`src/rtl/hz_pkg.sv`:
```
package hz_pkg;
    localparam int REG_W = 5;

    typedef enum logic [1:0] {
        SRC_RF  = 2'b00,
        SRC_WB  = 2'b01,
        SRC_MEM = 2'b10
    } opnd_src_e;

    typedef struct packed {
        logic [1:0] fwd_a;
        logic [1:0] fwd_b;
        logic       fwd_std;
        logic       stall;
        logic       bubble;
    } hz_out_t;
endpackage

```
`src/rtl/hz_match.sv`:
```
module hz_match #(
    parameter int RW = 5
) (
    input  logic [RW-1:0] src,
    input  logic [RW-1:0] dst,
    input  logic          wen,
    output logic          hit
);
    localparam logic [RW-1:0] ZERO_REG = '0;

    always_comb begin
        hit = wen && (dst != ZERO_REG) && (src == dst);
    end
endmodule

```
`src/rtl/hz_pick.sv`:
```
module hz_pick
    import hz_pkg::*;
(
    input  logic       hit_mem,
    input  logic       hit_wb,
    output logic [1:0] sel
);
    opnd_src_e sel_d;

    always_comb begin
        if (hit_mem)     sel_d = SRC_MEM;
        else if (hit_wb) sel_d = SRC_WB;
        else             sel_d = SRC_RF;
        sel = sel_d;
    end

    always_comb begin

        pick_prio_chk: assert (!hit_mem || sel == SRC_MEM)
            else $error("younger producer lost priority");
    end
endmodule

```
`src/rtl/hz_load_use.sv`:
```
module hz_load_use #(
    parameter int RW = 5
) (
    input  logic [RW-1:0] id_rs1,
    input  logic [RW-1:0] id_rs2,
    input  logic          id_use_rs1,
    input  logic          id_use_rs2,
    input  logic          id_is_store,
    input  logic [RW-1:0] ex_rd,
    input  logic          ex_wen,
    input  logic          ex_is_load,
    output logic          stall
);
    logic hit1, hit2, prod_ok;

    hz_match #(.RW(RW)) u_m1 (.src(id_rs1), .dst(ex_rd), .wen(ex_wen), .hit(hit1));
    hz_match #(.RW(RW)) u_m2 (.src(id_rs2), .dst(ex_rd), .wen(ex_wen), .hit(hit2));

    always_comb begin
        prod_ok = ex_is_load;
        // store data can be bypassed later in MEM, so only the address matters
        stall = prod_ok && ((id_use_rs1 && hit1) ||
                            (id_use_rs2 && !id_is_store && hit2));
    end

    always_comb begin

        lu_needs_load_chk: assert (!stall || ex_is_load)
            else $error("stall raised without a load in execute");

        lu_zero_chk: assert (!(stall && ex_rd == '0))
            else $error("stall on register zero");
    end
endmodule

```
`src/rtl/hz_unit.sv`:
```
module hz_unit
    import hz_pkg::*;
#(
    parameter int RW = REG_W
) (
    input  logic [RW-1:0] ex_rs1,
    input  logic [RW-1:0] ex_rs2,
    input  logic [RW-1:0] mem_rd,
    input  logic          mem_wen,
    input  logic [RW-1:0] wb_rd,
    input  logic          wb_wen,
    input  logic          wb_is_load,
    input  logic          mem_is_store,
    input  logic [RW-1:0] mem_rs2,
    input  logic [RW-1:0] id_rs1,
    input  logic [RW-1:0] id_rs2,
    input  logic          id_use_rs1,
    input  logic          id_use_rs2,
    input  logic          id_is_store,
    input  logic [RW-1:0] ex_rd,
    input  logic          ex_wen,
    input  logic          ex_is_load,
    output logic [1:0]    fwd_a,
    output logic [1:0]    fwd_b,
    output logic          fwd_std,
    output logic          stall,
    output logic          bubble
);
    localparam int NOPND = 2;

    logic [RW-1:0] opnd_src [NOPND];
    logic [1:0]    opnd_sel [NOPND];
    logic          std_hit, lu_stall;
    hz_out_t       res_d;

    always_comb begin
        opnd_src[0] = ex_rs1;
        opnd_src[1] = ex_rs2;
    end

    for (genvar gi = 0; gi < NOPND; gi++) begin : g_opnd
        logic hit_mem, hit_wb;
        hz_match #(.RW(RW)) u_mm (.src(opnd_src[gi]), .dst(mem_rd), .wen(mem_wen), .hit(hit_mem));
        hz_match #(.RW(RW)) u_mw (.src(opnd_src[gi]), .dst(wb_rd),  .wen(wb_wen),  .hit(hit_wb));
        hz_pick u_pick (.hit_mem(hit_mem), .hit_wb(hit_wb), .sel(opnd_sel[gi]));
    end

    hz_match #(.RW(RW)) u_std (
        .src(mem_rs2), .dst(wb_rd), .wen(wb_wen && wb_is_load), .hit(std_hit)
    );

    hz_load_use #(.RW(RW)) u_lu (
        .id_rs1(id_rs1), .id_rs2(id_rs2),
        .id_use_rs1(id_use_rs1), .id_use_rs2(id_use_rs2),
        .id_is_store(id_is_store),
        .ex_rd(ex_rd), .ex_wen(ex_wen), .ex_is_load(ex_is_load),
        .stall(lu_stall)
    );

    always_comb begin
        res_d         = '0;
        res_d.fwd_a   = opnd_sel[0];
        res_d.fwd_b   = opnd_sel[1];
        res_d.fwd_std = mem_is_store && std_hit;
        res_d.stall   = lu_stall;
        res_d.bubble  = lu_stall;
    end

    always_comb begin
        fwd_a   = res_d.fwd_a;
        fwd_b   = res_d.fwd_b;
        fwd_std = res_d.fwd_std;
        stall   = res_d.stall;
        bubble  = res_d.bubble;
    end

    always_comb begin

        fwd_zero_chk: assert (ex_rs1 != '0 || fwd_a == SRC_RF)
            else $error("register zero bypassed");

        fwd_wen_chk: assert (mem_wen || wb_wen || (fwd_a == SRC_RF && fwd_b == SRC_RF))
            else $error("bypass without write enable");

        std_store_chk: assert (!fwd_std || (mem_is_store && wb_is_load))
            else $error("store data bypass outside store after load");

        bubble_pair_chk: assert (bubble == stall)
            else $error("bubble and stall differ");
    end
endmodule

```
`config.mk`:
```
export PLATFORM = sky130hd
export DESIGN_NAME = hz_unit
export DESIGN_NICKNAME = d
export VERILOG_FILES = /design/src/rtl/hz_pkg.sv /design/src/rtl/hz_match.sv /design/src/rtl/hz_pick.sv /design/src/rtl/hz_load_use.sv /design/src/rtl/hz_unit.sv
export SDC_FILE = /design/constraint.sdc
export NUM_CORES = 1
export LEC_CHECK = 0
export BUFFER_PORTS_ARGS = -buffer_cell sky130_fd_sc_hd__clkbuf_2
export CORE_AREA = 4 4 44 46
export DETAILED_ROUTE_END_ITERATION = 12
export DIE_AREA = 0 0 48 50
export MAX_ROUTING_LAYER = met4
export PLACE_DENSITY = 0.78
export SYNTH_ARGS = -nofsm -noshare
export SYNTH_HDL_FRONTEND = slang
export SYNTH_SLANG_ARGS = --single-unit
```
`constraint.sdc`:
```
create_clock -name vclk -period 1
set_input_delay 0 -clock vclk [all_inputs]
set_output_delay 0 -clock vclk [all_outputs]
set_load 0.1 [all_outputs]
```
==> metrics.md, run 1 <==
| Metric | Value |
|---|---|
| Slew @ Worst Pin | 308 ps |
| Share of post-route cells with drive strength above 1 | 72.8% |
| Multi-input logic area | 616 um2 |
| Leak Pwr | 0.000574 uW |
| Die Span Y | 50 um |
| Number of DRC markers in iteration 0 | 0 |
| Sequential cells | 0 |
| Fin crit share | 138% |
| Max Clock Freq | 724 MHz |
| Sequential area share after synthesis | 0% |
| Synth Cell Area | 483 um2 |
| Status | complete, but fails checks |
| Antenna violations before repair | 0 |
| Largest net degree at the start of global routing | 5 |
| Core area | 0.00151 mm2 |
| Max VDD drop | 0.212 mV |
| Final net count | 187 |
| Hold WC Path Type | in -> out |
| Place WS | -396 ps |
| Largest cells by area after synthesis | xor2_1 40%, xnor2_1 24%, or4_1 7.8%, nor4_1 5.2%, nor4_2 5.2% |
| Port buffer count | 56 |
| Ports | 56 |
| Max stage delay cell, worst path | or4_4 |
| Seq pwr share | 0% |
| Post-synth top area share | 39.9% |
| Crit path max fanout | 4 |
| Cell taking the most area after synthesis | xor2_1 |
| Post-Synthesis Cells | 60 |
| Pint | 265 uW |
| Vias | 721 |
| RSZ-0062 raised after global routing | true |
| Sw Ratio | 46.6% |
| Area occupied by registers | 0 um2 |
| Total gr overflow | 0 |
| Clock power share | 0% |
| Vias per Instance | 4.74 |
| Number of diodes | 0 |
| Combinational power share | 100.0% |
| Worst path depth | 5 |
| Normalized max-slew margin | 79.3% |
| GPL Wtd Cong | 0.867 |
| Fill count | 84 |
| Syn Nets | 109 |
| Hold_buf cts | 0 |
| Critical path cell sequence | clkbuf_8 -> xor2_1 -> or4_4 -> nor4_4 -> buf_12 |
| Critical setup path kind | in -> out |
| Cell with the most instances after synthesis | xor2_1 |
| WL/cell | 14.9 um |
| Die ar. | 0.00240 mm2 |
| Startpoint types | primary input |
| Largest stage delay, worst path | 540 ps |
| Pre-antenna DRT Iters | 1 |
| Routed Antenna Nets | 0 |
| Critical path's top delay family | simple AND/OR/NAND/NOR gates |
| Synth Warn # | 0 |
| TNS Setup | -1810 ps |
| Routed WL | 2270 um |
| Final WS setup | -380 ps |
| GRT Total Usage | 18.9% |
| PwrDens | 398 mW/mm2 |
| Max cap viols | 0 |
| DP HPWL | 1900 um |
| Worst Path Required | 1000 ps |
| WHS Path Cells | 4 |
| First-pass GRT wire length | 3350 um |
| WP buf/inv | 2 |
| Vias in the first global route | 783 |
| Num rows | 14 |
| Clkbuf count | 0 |
| Synth cell types | 14 |
| Critical Path AT | 1380 ps |
| Commonest cells in the netlist | 22 x xor2_1, 13 x xnor2_1, 5 x or4_1 |
| Layout area overhead | 158% |
| Final setup viols | 7 |
| Failing checks | negative setup slack |
| Chip Width | 48 um |
| NetSw | 231 uW |
| Minimum clock period | 1380 ps |
| Worst hold slack | 372 ps |
| Syn_area_per_cell | 8.05 um2 |
| CP endpoint kind | output pin |
| Initial Utilization | 32.1% |
| Fin. max-slew vios | 0 |
| Post-route DRC | 0 |
| Final Hold Vio Count | 0 |
[power groups by stage]
stage | combinational [uW] | clock, uW | sequential [uW]
floorplan | 189 | 0 | 0
global placement | 411 | 0 | 0
detailed placement | 427 | 0 | 0
CTS | 466 | 0 | 0
global route | 529 | 0 | 0
finish | 496 | 0 | 0
[cell type report]
| class | count | area share (%) |
|---|---|---|
| timing repair buffer | 79 | 49.0 |
| multi-input combinational | 57 | 49.4 |
| tap | 16 | 1.61 |
[final timing paths]
path                    from       end
setup / recovery    wb_rd[0]  fwd_a[0]
hold / removal    wb_is_load   fwd_std
[layer usage]
metal | track usage, % | routed length [um] | vias to the layer above
li1 | - | - | 368
met1 | 20.1 | 725 | 329
met2 | 38.3 | 1430 | 19
met3 | 0.364 | 69 | 5
met4 | 0 | 51 | 0
met5 | - | 0 | -
[cell families after synthesis]
logic type,after synthesis,synth area share (%)
xor+xnor,35,63.5
compound gates,4,5.44
simple gates,18,26.4
buf+inv,3,4.66
[per-stage QoR]
stage	utilization [%]	total power (uW)	cell area (um2)	cells
global route	82.7	529	1250	152
detailed placement	73.4	427	1110	150
floorplan	-	189	566	60
finish	82.7	496	1250	152
global placement	73.4	411	1110	150
CTS	79.0	466	1190	152
[placed cells by master (no fill, tap or decap), types with 2 or more instances in the layout]
cell / synthesis / final
buf_12: 0 / 7
buf_4: 3 / 23
buf_6: 0 / 4
clkbuf_2: 0 / 41
clkbuf_8: 0 / 2
nand3_1: 4 / 3
nor4_2: 2 / 2
nor4_4: 0 / 4
or4_1: 5 / 2
or4_4: 0 / 3
xnor2_1: 13 / 9
xnor2_2: 0 / 4
xor2_1: 22 / 20
xor2_2: 0 / 2
[what timing repair did]
| action | in CTS | in global routing |
|---|---|---|
| endpoints found under the setup margin | 7 | 7 |
| setup buffers | 2 | 0 |
| resized for setup | 10 | 15 |
| pin swaps | 6 | 8 |
(Power assumes the default switching activity.)
==> inputs of run 2 (changes only) <==
--- a/config.mk
+++ b/config.mk
@@ -6,11 +6,12 @@
 export NUM_CORES = 1
 export LEC_CHECK = 0
 export BUFFER_PORTS_ARGS = -buffer_cell sky130_fd_sc_hd__clkbuf_2
-export CORE_AREA = 4 4 44 46
+export CORE_AREA = 4 4 42 44
 export DETAILED_ROUTE_END_ITERATION = 12
-export DIE_AREA = 0 0 48 50
+export DIE_AREA = 0 0 46 48
 export MAX_ROUTING_LAYER = met4
-export PLACE_DENSITY = 0.78
+export PLACE_DENSITY = 0.82
+export SETUP_SLACK_MARGIN = 0.2
 export SYNTH_ARGS = -nofsm -noshare
 export SYNTH_HDL_FRONTEND = slang
 export SYNTH_SLANG_ARGS = --single-unit
==> constraint.sdc (replaced) <==
create_clock -name vclk -period 1.4
set_input_delay 0 -clock vclk [all_inputs]
set_output_delay 0 -clock vclk [all_outputs]
set_load 0.1 [all_outputs]
==> run 2 against run 1 <==
Compared with the run above:
- via count is 10% lower
- first-iteration DRC count up 1
- global-route usage is 1.5 points lower
- the run now ends clean
- clock-buffer cell count is the same
- critical endpoint unchanged
- highest routed layer is now met3
- largest cell class unchanged
==> metrics.md, run 2 (same netlist as run 1, synthesis figures left out) <==
| Metric | Value |
|---|---|
| Final net count | 170 |
| Fin crit share | 99.6% |
| DP HPWL | 1630 um |
| Initial Utilization | 33.6% |
| Hold_buf cts | 0 |
| Core area | 0.00144 mm2 |
| Final instance area | 0.00107 mm2 |
| GRT Total Usage | 17.5% |
| Seq pwr share | 0% |
| Worst Path Required | 1400 ps |
| Sw Ratio | 49.7% |
| Vias per Instance | 4.81 |
| Post-Place Cell Area | 951 um2 |
| PwrDens | 280 mW/mm2 |
| Num rows | 14 |
| Share of post-route cells with drive strength above 1 | 63.0% |
| Vias | 649 |
| Die ar. | 0.00221 mm2 |
| Normalized max-slew margin | 79.6% |
| Sequential cells | 0 |
| Max Clock Freq | 717 MHz |
| CP endpoint kind | output pin |
| Slew @ Worst Pin | 304 ps |
| Hold WC Path Type | in -> out |
| Pint | 150 uW |
| Clock power share | 0% |
| Crit path max fanout | 4 |
| Layout area overhead | 121% |
| Startpoint types | primary input |
| First-pass GRT wire length | 2820 um |
| Routed WL | 1970 um |
| Vias in the first global route | 680 |
| Worst Hold Launch | wb_is_load |
| Number of DRC markers in iteration 0 | 1 |
| Highest-count cells in the layout ignoring fill and taps | 40 x clkbuf_2, 20 x xor2_1, 13 x xnor2_1 |
| Fin. max-slew vios | 0 |
| Chip Width | 46 um |
| Total gr overflow | 0 |
| GPL Wtd Cong | 0.784 |
| Status | finished, final reports clean |
| Setup crit start | wb_rd[4] |
| Worst hold slack | 391 ps |
| Leak Pwr | 0.000464 uW |
| Routed Antenna Nets | 0 |
| Post-route DRC | 0 |
| Minimum clock period | 1390 ps |
| Final setup viols | 0 |
| Area occupied by registers | 0 um2 |
| RSZ-0062 raised after global routing | true |
| Largest net degree at the start of global routing | 5 |
| Pre-antenna DRT Iters | 3 |
| Clkbuf count | 0 |
| Max cap viols | 0 |
| Port buffer count | 56 |
| Ports | 56 |
| Combinational power share | 100.0% |
| Die Span Y | 48 um |
| Critical Path AT | 1390 ps |
| Final Hold Vio Count | 0 |
| WL/cell | 14.6 um |
| Antenna violations before repair | 0 |
| Critical setup path kind | in -> out |
| Number of diodes | 0 |
| NetSw | 148 uW |
| Most common cell after layout, fill and taps aside | clkbuf_2 |
| Max VDD drop | 0.160 mV |
[run 2: cell count changes in the layout (fill, tap and decap cells not counted), moves of 2 or more]
cell and delta:
buf_2 +2, buf_4 -17, clkbuf_8 -2, xnor2_1 +4
xnor2_2 -4
[run 2: layer usage]
metal | routed length (um) | share of wire, % | global-route usage [%] | up-vias
li1 | - | - | - | 331
met1 | 683 | 35 | 19.6 | 305
met2 | 1220 | 62 | 35.2 | 13
met3 | 67 | 3.4 | 1.13 | 0
met4 | 0 | 0 | 0 | 0
met5 | 0 | 0 | - | -
[run 2: worst paths after layout]
check                       to  slack [ps]  cells after the start
worst max-delay path  fwd_a[0]           6                      5
worst min-delay path   fwd_std         390                      4
[run 2: area by class of cell]
type / count / area [um2]
Fill cell: 103 / 370
Multi-Input combinational cell: 57 / 571
Timing Repair Buffer: 62 / 475
Tap cell: 16 / 20.0
[run 2: power groups by stage]
stage | Clock (uW) | Combinational, uW | Sequential, uW
6_report | 0 | 298 | 0
5_1_grt | 0 | 320 | 0
3_3_place_gp | 0 | 249 | 0
2_1_floorplan | 0 | 127 | 0
4_1_cts | 0 | 277 | 0
3_5_place_dp | 0 | 257 | 0
[run 2: metrics by stage]
stage	setup TNS [ps]	total power [uW]	std cells	setup WS (ps)	util [%]
after global placement	0	249	134	17.5	66.2
after floorplan	-971	127	60	-395	-
after global routing	-59.7	320	135	-32.6	74.2
final	0	298	135	6.00	74.2
after CTS	0	277	135	7.72	70.2
after detailed placement	0	257	134	8.22	66.2
[run 2: repair_timing]
action	4_1_cts	5_1_grt
pin swaps	1	1
gates resized for setup	7	18
setup buffers	1	0
endpoints found under the setup margin	7	7
[run 2: critical path, stage by stage]
cell      delay [ps]
clkbuf_2         140
xor2_1           180
or4_4            520
nor4_4           340
buf_12           210
==> inputs of run 3 (changes only) <==
--- a/config.mk
+++ b/config.mk
@@ -10,7 +10,7 @@
 export DETAILED_ROUTE_END_ITERATION = 12
 export DIE_AREA = 0 0 46 48
 export MAX_ROUTING_LAYER = met4
-export PLACE_DENSITY = 0.82
+export PLACE_DENSITY_LB_ADDON = 0.3
 export SETUP_SLACK_MARGIN = 0.2
 export SYNTH_ARGS = -nofsm -noshare
 export SYNTH_HDL_FRONTEND = slang
==> constraint.sdc (replaced) <==
create_clock -name vclk -period 1.3
set_input_delay 0 -clock vclk [all_inputs]
set_output_delay 0 -clock vclk [all_outputs]
set_load 0.1 [all_outputs]
==> run 3 against run 2 <==
Compared with the run above:
- the flow now finishes with violations (negative setup slack)
- cell area is 11% higher
- via count up 8.6%
- cell count rose by 5.2%
- setup slack lost 74 ps
==> metrics.md, run 3 (same netlist as run 1, synthesis figures left out) <==
| Metric | Value |
|---|---|
| Hold_buf cts | 0 |
| Post-route DRC | 0 |
| Largest net degree at the start of global routing | 5 |
| Max stage delay cell, worst path | or4_4 |
| Chip Width | 46 um |
| Vias | 705 |
| Initial Utilization | 33.6% |
| Die ar. | 0.00221 mm2 |
| Number of diodes | 0 |
| Clkbuf count | 0 |
| WL/cell | 15.3 um |
| Port buffer count | 56 |
| GPL Wtd Cong | 0.748 |
| Total gr overflow | 0 |
| Highest-count cells in the layout ignoring fill and taps | 40 x clkbuf_2, 20 x xor2_1, 13 x buf_4 |
| Die Span Y | 48 um |
| Sequential cells | 0 |
| Slew @ Worst Pin | 333 ps |
| Minimum clock period | 1370 ps |
| Startpoint types | primary input |
| Critical path cell sequence | clkbuf_2 -> xor2_1 -> or4_4 -> nor4_4 -> buf_12 |
| CP endpoint kind | output pin |
| Leak Pwr | 0.000520 uW |
| Layout area overhead | 145% |
| Final net count | 177 |
| Antenna violations before repair | 0 |
| Crit path max fanout | 2 |
| Critical setup path kind | in -> out |
| Worst Path Required | 1300 ps |
| Number of DRC markers in iteration 0 | 3 |
| Status | complete, but fails checks |
| Pre-antenna DRT Iters | 4 |
| Vias per Instance | 4.96 |
| Max Clock Freq | 731 MHz |
| Final Hold Vio Count | 0 |
| PwrDens | 305 mW/mm2 |
| GRT Total Usage | 18.8% |
| Vias in the first global route | 729 |
| Fin. max-slew vios | 0 |
| Routed WL | 2170 um |
| Fin crit share | 105% |
| Inst Count DP | 141 |
| Max cap viols | 0 |
| First-pass GRT wire length | 3020 um |
| Hold WC Path Type | in -> out |
| Failing checks | negative setup slack |
| Share of post-route cells with drive strength above 1 | 68.3% |
| Max VDD drop | 0.173 mV |
| Ports | 56 |
| Final WS setup | -68.5 ps |
| Most common cell after layout, fill and taps aside | clkbuf_2 |
| Critical Path AT | 1370 ps |
| Num rows | 14 |
| Final core occ | 82.2% |
| RSZ-0062 raised after global routing | true |
| Routed Antenna Nets | 0 |
| Normalized max-slew margin | 77.6% |
| DP HPWL | 1670 um |
| Core area | 0.00144 mm2 |
| Non-filler cells, final | 142 |
| Largest stage delay, worst path | 540 ps |
| Final setup viols | 2 |
| Area occupied by registers | 0 um2 |
[run 3: layout make-up]
type	count	area [um2]
tap	16	20.0
timing repair buffer	69	562
multi-input combinational	57	599
fill	84	255
[run 3: report_power, final]
| group | switching (uW) | internal, uW |
|---|---|---|
| sequential | 0 | 0 |
| combinational | 171 | 189 |
| clock | 0 | 0 |
| total | 171 | 189 |
[run 3: layer usage]
metal / vias up / wire (um) / GRT usage [%]
met5: - / 0 / -
met4: 0 / 17 / 2.84
met3: 2 / 134 / 0.752
met2: 30 / 1330 / 38.2
met1: 329 / 688 / 20.0
li1: 344 / - / -
[run 3: path summary, 6_finish.rpt]
kind	to	from	cells past startpoint	slack, ps
setup / recovery	fwd_b[0]	ex_rs2[0]	5	-70
hold / removal	fwd_std	wb_is_load	4	390
[run 3: repair_timing]
item,4_1_cts,5_1_grt
pin swaps,9,7
setup endpoints to repair,7,7
hold endpoints to repair,0,0
setup buffers,0,1
resized for setup,11,22
[run 3: through the flow]
| stage | worst slack, ps | total power (uW) | hold slack, ps | setup TNS [ps] | area [um2] |
|---|---|---|---|---|---|
| final | -68.5 | 360 | 386 | -129 | 1180 |
| after global routing | -132 | 384 | 398 | -220 | 1180 |
| after CTS | -71.7 | 318 | 388 | -133 | 1080 |
| after detailed placement | -97.1 | 293 | 386 | -227 | 1000 |
| after global placement | -73.0 | 285 | 390 | -154 | 1000 |
| after floorplan | -495 | 136 | 229 | -1270 | 531 |
[run 3: critical path, delay by kind of cell]
kind | cells | cell delay (ps)
xor+xnor | 1 | 160
buf+inv | 2 | 320
simple gates | 2 | 880
